### src/rtl/freq_ratio_calc.sv
module freq_ratio_calc #(
  parameter int FW   = 36,
  parameter int HS_W = 4,
  parameter int N1_W = 7,
  parameter int RW   = 38,
  parameter int FRAC = 28
) (
  input  logic            clk,
  input  logic            rst_n,
  input  logic            start,
  input  logic            mode,
  input  logic [FW-1:0]   a_freq,
  input  logic [FW-1:0]   b_freq,
  input  logic [RW-1:0]   old_mult,
  input  logic [HS_W-1:0] old_hs,
  input  logic [N1_W-1:0] old_n1,
  output logic            busy,
  output logic            done,
  output logic [RW-1:0]   result,
  output logic            overflow,
  output logic            div_zero
);
  localparam int INT = RW - FRAC;
  localparam int NW  = FW + HS_W + N1_W;
  localparam int CW  = $clog2(RW + 1);

  logic [NW-1:0] num_w, den_w, num_hi;
  logic [NW-1:0] rem, den_r, trial;
  logic [RW-1:0] sh;
  logic [CW-1:0] cnt;
  logic          take, ovf_p, zero_p;

  assign num_w  = mode ? NW'(a_freq) * NW'(old_hs) * NW'(old_n1) : NW'(a_freq);
  assign den_w  = mode ? NW'(old_mult) : NW'(b_freq);
  assign num_hi = num_w >> INT;
  assign trial  = {rem[NW-2:0], sh[RW-1]};
  assign take   = trial >= den_r;

  always_ff @(posedge clk) begin
    if (!rst_n) begin
      busy     <= 1'b0;
      done     <= 1'b0;
      result   <= '0;
      overflow <= 1'b0;
      div_zero <= 1'b0;
      rem      <= '0;
      den_r    <= '0;
      sh       <= '0;
      cnt      <= '0;
      ovf_p    <= 1'b0;
      zero_p   <= 1'b0;
    end else begin
      done <= 1'b0;
      if (!busy && start) begin
        busy   <= 1'b1;
        cnt    <= CW'(RW);
        rem    <= num_hi;
        sh     <= {num_w[INT-1:0], {FRAC{1'b0}}};
        den_r  <= den_w;
        zero_p <= (den_w == '0);
        ovf_p  <= (den_w != '0) && (num_hi >= den_w);
      end else if (busy) begin
        rem <= take ? trial - den_r : trial;
        sh  <= {sh[RW-2:0], take};
        cnt <= cnt - CW'(1);
        if (cnt == CW'(1)) begin
          busy     <= 1'b0;
          done     <= 1'b1;
          overflow <= ovf_p;
          div_zero <= zero_p;
          result   <= zero_p ? '0 : (ovf_p ? '1 : {sh[RW-2:0], take});
        end
      end
    end
  end
endmodule

### config.mk
export PLATFORM = sky130hd
export DESIGN_NAME = freq_ratio_calc
export DESIGN_NICKNAME = d
export VERILOG_FILES = /design/src/rtl/freq_ratio_calc.sv
export SDC_FILE = /design/constraint.sdc
export NUM_CORES = 1
export LEC_CHECK = 0
export CAP_MARGIN = 20
export CORE_MARGIN = 4
export CORE_UTILIZATION = 62
export CTS_BUF_LIST = sky130_fd_sc_hd__clkbuf_4 sky130_fd_sc_hd__clkbuf_8 sky130_fd_sc_hd__clkbuf_16
export CTS_CLUSTER_SIZE = 10
export DETAILED_ROUTE_END_ITERATION = 8
export PLACE_DENSITY = 0.83
export SYNTH_ARGS = -nofsm -noshare
export SYNTH_HDL_FRONTEND = slang
export SYNTH_SLANG_ARGS = --single-unit
### constraint.sdc
create_clock -name clk -period 14.39 [get_ports clk]
set_input_delay 2.878 -clock clk [delete_from_list [all_inputs] [get_ports clk]]
set_output_delay 2.878 -clock clk [all_outputs]
set_load 0.05 [all_outputs]
==> results of run 1 <==
## metrics by stage
| stage | setup WS [ns] | cells |
|---|---|---|
| 6_report | 0.972 | 3709 |
| 5_1_grt | 0.369 | 3709 |
| 4_1_cts | 1.16 | 3708 |
| 3_5_place_dp | 0.772 | 3676 |
| 3_3_place_gp | 1.03 | 3676 |
| 2_1_floorplan | 2.48 | 3131 |
## metal layers
| layer | vias to the layer above | GRT usage | wire [um] |
|---|---|---|---|
| li1 | 10600 | - | - |
| met1 | 11200 | 0.425 | 28700 |
| met2 | 1020 | 0.560 | 35000 |
| met3 | 204 | 0.0401 | 5150 |
| met4 | 0 | 0.111 | 2670 |
| met5 | - | 0 | 0 |
## cells by family (layout without fill, tap and decap cells)
group | Yosys count | after routing | synth area share
simple gates | 1105 | 1105 | 0.218
compound gates | 651 | 651 | 0.175
buf+inv | 536 | 589 | 0.0817
fa+ha+maj | 444 | 444 | 0.301
flops | 172 | 172 | 0.138
mux | 113 | 113 | 0.0469
xor+xnor | 110 | 110 | 0.0390
## layout make-up
class | count | area share
repair buffers | 194 | 0.0688
clock inverters | 9 | 0.00279
flip-flops and latches | 172 | 0.126
inverters | 363 | 0.0499
multi-input cells | 2423 | 0.711
well taps | 525 | 0.0240
clock buffers | 23 | 0.0177
## worst max path at each step
stage / startpoint / endpoint / slack [ns] / depth (start not counted)
6_report: old_hs[3] / ovf_p$_SDFFE_PN0P_ / 0.97 / 39
5_1_grt: old_hs[3] / ovf_p$_SDFFE_PN0P_ / 0.37 / 39
4_1_cts: old_hs[3] / ovf_p$_SDFFE_PN0P_ / 1.16 / 39
3_5_place_dp: old_hs[3] / ovf_p$_SDFFE_PN0P_ / 0.77 / 39
3_3_place_gp: old_hs[3] / ovf_p$_SDFFE_PN0P_ / 1.03 / 39
2_1_floorplan: a_freq[0] / ovf_p$_SDFFE_PN0P_ / 2.48 / 41
## flip-flops by register name, summed over array words and instances (netlist names)
name,cells
result,38
den_r,38
busy,1
sh,38
rem,46
overflow,1
div_zero,1
done,1
cnt,6
ovf_p,1
zero_p,1
## layout by cell type (no fill, tap or decap), types with 8 or more instances in the layout
cell type,count
a21oi_1,182
buf_4,28
a31oi_1,25
o31ai_1,8
mux2i_1,85
nand4_1,43
o21a_1,14
ha_1,186
nor3_1,45
clkbuf_16,17
nand2_1,287
a311o_1,10
nor2b_1,33
o211ai_1,20
and2_1,260
a211oi_1,70
mux2_2,28
a21o_1,79
nand2b_1,20
o21ai_0,106
dfxtp_1,171
inv_1,359
nor2_1,276
clkdlybuf4s50_1,163
a311oi_1,16
a221oi_1,12
xnor2_1,70
o22ai_1,9
and4_1,9
xor2_1,39
nand3_1,66
or3_1,10
o21bai_1,17
nor3b_1,8
and3_1,18
fa_1,258
## critical path: cells and delay by family
family / cells / cell delay, ns
buffers and inverters: 4 / 0.89
XOR/XNOR: 1 / 0.12
adder cells (fa/ha/maj): 9 / 4.32
AND/OR/NAND/NOR: 6 / 0.85
AO/OA/AOI/OAI: 19 / 4.62
==> metrics.txt, run 1 <==
outcome finished clean; Detailed Place HPWL roughly 56000 um; die width around 210 um; clock buffer depth 2; worst r2r src den_r[1]$_SDFFE_PN0P_; Residual DRC 0; number of nets in the layout approximately 3700; Placed Area 26700 sq um; minimum clock period 13.42 ns; Max Cap Viol 0; Ys Warns 0; RSZ-0062 raised after global routing no; Ports 167; Post-synth EDFFs 0; I/O Buffers approximately 170; setup_tns 0 ns; core area approximately 40000 sq um; GRT Total Usage 0.325; Least-Margin Pin Slew between 0.9 and 1 ns; skew final 0.0140 ns; Die ar. between 40000 and 50000 sq um; Hold WS approximately 0.45 ns; worst r2r path cells 12; post-synthesis cell count about 3100; Max Fclk roughly 0.075 GHz; area of the multi-input gates 19400 sq um; First DRT Iteration DRCs 2000; vias per inst between 6 and 7; Reg clk slew, reported paths around 0.07 ns; total of fill cells in the finished design roughly 3300; initial antenna violation count 1; Netlist cell types 83; Synth area leader fa_1; Post-CTS Setup Inserts 0; First-pass DRT Iterations 6; CTS Root Cell clkbuf_16; post-synth top area share 0.208; worst endpoint required time between 10 and 15 ns; Worst EP arrival 13.70 ns; Antenna Nets Post-Route 0; hold path cells 2; FF-to-FF setup slack 10.66 ns; Setup crit end kind register; largest net degree at the start of global routing 87; critical path class input port to register; syn nets 3700; Util after Layout 0.688; final cycle utilization of the critical path 0.932; TritonCTS sink count about 170; slowest stage cell, crit path fa_1; Hold WC Path Type register to register; CTS tree done; Max H-tree Level 4; Non-Filler Cell Area, Final 27300 sq um; ys async rst share 0; Final Hold Fails 0; Hold Startpoint result[0]$_SDFFE_PN0P_; crit path max fanout 36; share of layout cells above drive strength 1 0.0383; post-cts gate resize count 0; n_diodes 0; first-pass GRT wire length approximately 120000 um; worst r2r dst rem[25]$_SDFFE_PN0P_; Num CTS Buffers 17; Yosys reg bits around 170; Initial Util 0.626; register area share after synthesis 0.138; Setup-failing EPs final 0; grt total ovfl 0; Syn Area/Cell 7.95 sq um; Slew headroom 0.342; Primary FF master, synth dfxtp_1; Die Span Y about 210 um; max incr delay on CP 0.56 ns; largest cells by area after synthesis fa_1, dfxtp_1, ha_1; vias in the first global route roughly 23000; DR vias approximately 23000; startpoint class of the critical path input port; GP Congestion around 0.98; Wirelength per Cell 19.3 um; count leader, synth inv_1; most frequent CP cell fa_1; Worst-Skew Late Latency 0.44 ns; Hold Crit Endpoint result[0]$_SDFFE_PN0P_; register area ~3400 sq um; Post-Syn Area around 25000 sq um; hold buffers post-CTS 0; most frequent cells after synthesis inv_1, nand2_1, nor2_1, and2_1, fa_1; row cnt 73; max-slew violation count 0; P&R area growth vs syn 9.79%; Routed WL about 70000 um
Power of run 1 is not shown: default switching activity piles up to over one toggle a cycle in this logic, so the estimate is an artifact.
==> run 2: changes to the inputs <==
==> constraint.sdc (replaced) <==
create_clock -name clk -period 13.46 [get_ports clk]
set_input_delay 2.692 -clock clk [delete_from_list [all_inputs] [get_ports clk]]
set_output_delay 2.692 -clock clk [all_outputs]
set_load 0.05 [all_outputs]
==> run 2 against run 1 <==
Net effect: die area unchanged; final area up 0.50%; critical path depth up 4; clock-buffer cell count down 5; worst setup slack worse by 0.39 ns; routed wire length about the same; first-iteration DRC count down 1.5%; global-route usage about the same; critical endpoint unchanged; highest routed layer unchanged.
==> metrics.txt, run 2 (synthesis gave the netlist of run 1 again) <==
critical path depth 43; critical path endpoint ovf_p$_SDFFE_PN0P_; Hold WC Path Type register to register; worst endpoint required time about 14 ns; Num CTS Buffers 17; worst r2r dst rem[44]$_SDFFE_PP0P_; Setup-failing EPs final 0; Residual DRC 0; Max Cap Viol 0; Post-CTS Setup Inserts 0; first-pass GRT wire length 118000 um; DR vias roughly 23000; max incr delay on CP between 0.5 and 0.6 ns; GRT Total Usage 0.325; outcome finished clean; GP Congestion 0.989; number of nets in the layout approximately 3800; Util after Layout 0.691; grt total ovfl 0; worst r2r path cells 9; Routed WL roughly 70000 um; worst r2r src rem[31]$_SDFFE_PN0P_; TritonCTS sink count around 170; minimum clock period 12.87 ns; Die ar. about 43000 sq um; hold path cells 2; Max Fclk 0.0777 GHz; critical path class input port to register; family with the most delay on the worst path adder cells; commonest non-fill, non-tap cells in the layout inv_1, nand2_1, nor2_1; CTS tree done; slowest stage cell, crit path clkdlybuf4s50_1; die width between 200 and 250 um; FF-to-FF setup slack 9.70 ns; final cycle utilization of the critical path 0.956; worst path bufs/invs 6; Detailed Place HPWL between 50000 and 60000 um; Least-Margin Pin Slew 0.992 ns; Initial Util 0.626; Worst EP arrival ~13 ns; initial antenna violation count 2; share of layout cells above drive strength 1 0.0429; Antenna Nets Post-Route 0; First-pass DRT Iterations 6; First DRT Iteration DRCs slightly below 2000; core area between 30000 and 40000 sq um; vias per inst slightly above 6; Final Hold Fails 0; commonest non-fill, non-tap cell in the layout inv_1; Placed Area 26800 sq um; Non-Filler Cell Area, Final approximately 27000 sq um; Reg with most FFs rem; Setup crit end kind register; Max H-tree Level 4; setup slack after layout around 0.6 ns; startpoint class of the critical path input port; clock buffer depth 2; Die Span Y between 200 and 250 um; pre-CTS setup slack between 0.15 and 0.2 ns; Crit. Startpoint old_hs[2]; I/O Buffers approximately 170; Ports around 170; max reg flops 46; most frequent CP cell fa_1; CTS Root Cell clkbuf_16; Reg clk slew, reported paths around 0.07 ns; max-slew violation count 0; hold buffers post-CTS 0; largest net degree at the start of global routing 79; Wirelength per Cell slightly below 20 um; Worst-Skew Late Latency roughly 0.44 ns; vias in the first global route approximately 23000; P&R area growth vs syn 10.3%; crit path max fanout 28; Hold WS about 0.46 ns; Slew headroom 0.338; row cnt 73; skew final between 0.01 and 0.015 ns
## run 2: tightest hold or removal path, stage by stage, from the launching register on
cell and delay [ns]:
dfxtp_1 0.33, nand2_1 0.05, o21ai_0 0.05
## run 2: layout make-up
class                      count  area [sq um]
fill                        3298         12300
timing repair buffer         206          1970
clock inverter                14           153
sequential                   172          3450
antenna                        1          2.50
clock buffer                  18           433
inverter                     363          1360
multi-input combinational   2423         19400
tap                          525           657
## run 2: how the worst min path moves through the flow
stage                                  from                      end  slack, ns
floorplan            den_r[36]$_SDFFE_PN0P_   den_r[36]$_SDFFE_PN0P_       0.44
global route         result[0]$_SDFFE_PN0P_   result[0]$_SDFFE_PN0P_       0.48
finish              result[26]$_SDFFE_PN0P_  result[26]$_SDFFE_PN0P_       0.46
CTS                  result[0]$_SDFFE_PN0P_   result[0]$_SDFFE_PN0P_       0.46
detailed placement  result[26]$_SDFFE_PN0P_  result[26]$_SDFFE_PN0P_       0.45
global placement    result[23]$_SDFFE_PN0P_  result[23]$_SDFFE_PN0P_       0.43
## run 2: metrics by stage
step	instances	setup TNS, ns
6_report	3722	0
5_1_grt	3721	-0.0320
4_1_cts	3720	0
3_5_place_dp	3688	0
3_3_place_gp	3688	0
2_1_floorplan	3131	0
## run 2: repair_timing
action | CTS | global route
resized for setup | 0 | 5
setup endpoints to repair | 0 | 1
hold endpoints to repair | 0 | 0
## run 2: routing by layer
layer	GRT usage	part of all wire	vias up
met5	0	0	-
met4	0.106	0.035	0
met3	0.0600	0.076	213
met2	0.559	0.49	974
met1	0.416	0.40	11000
li1	-	-	10600
Power of run 2 is left out for the same reason.
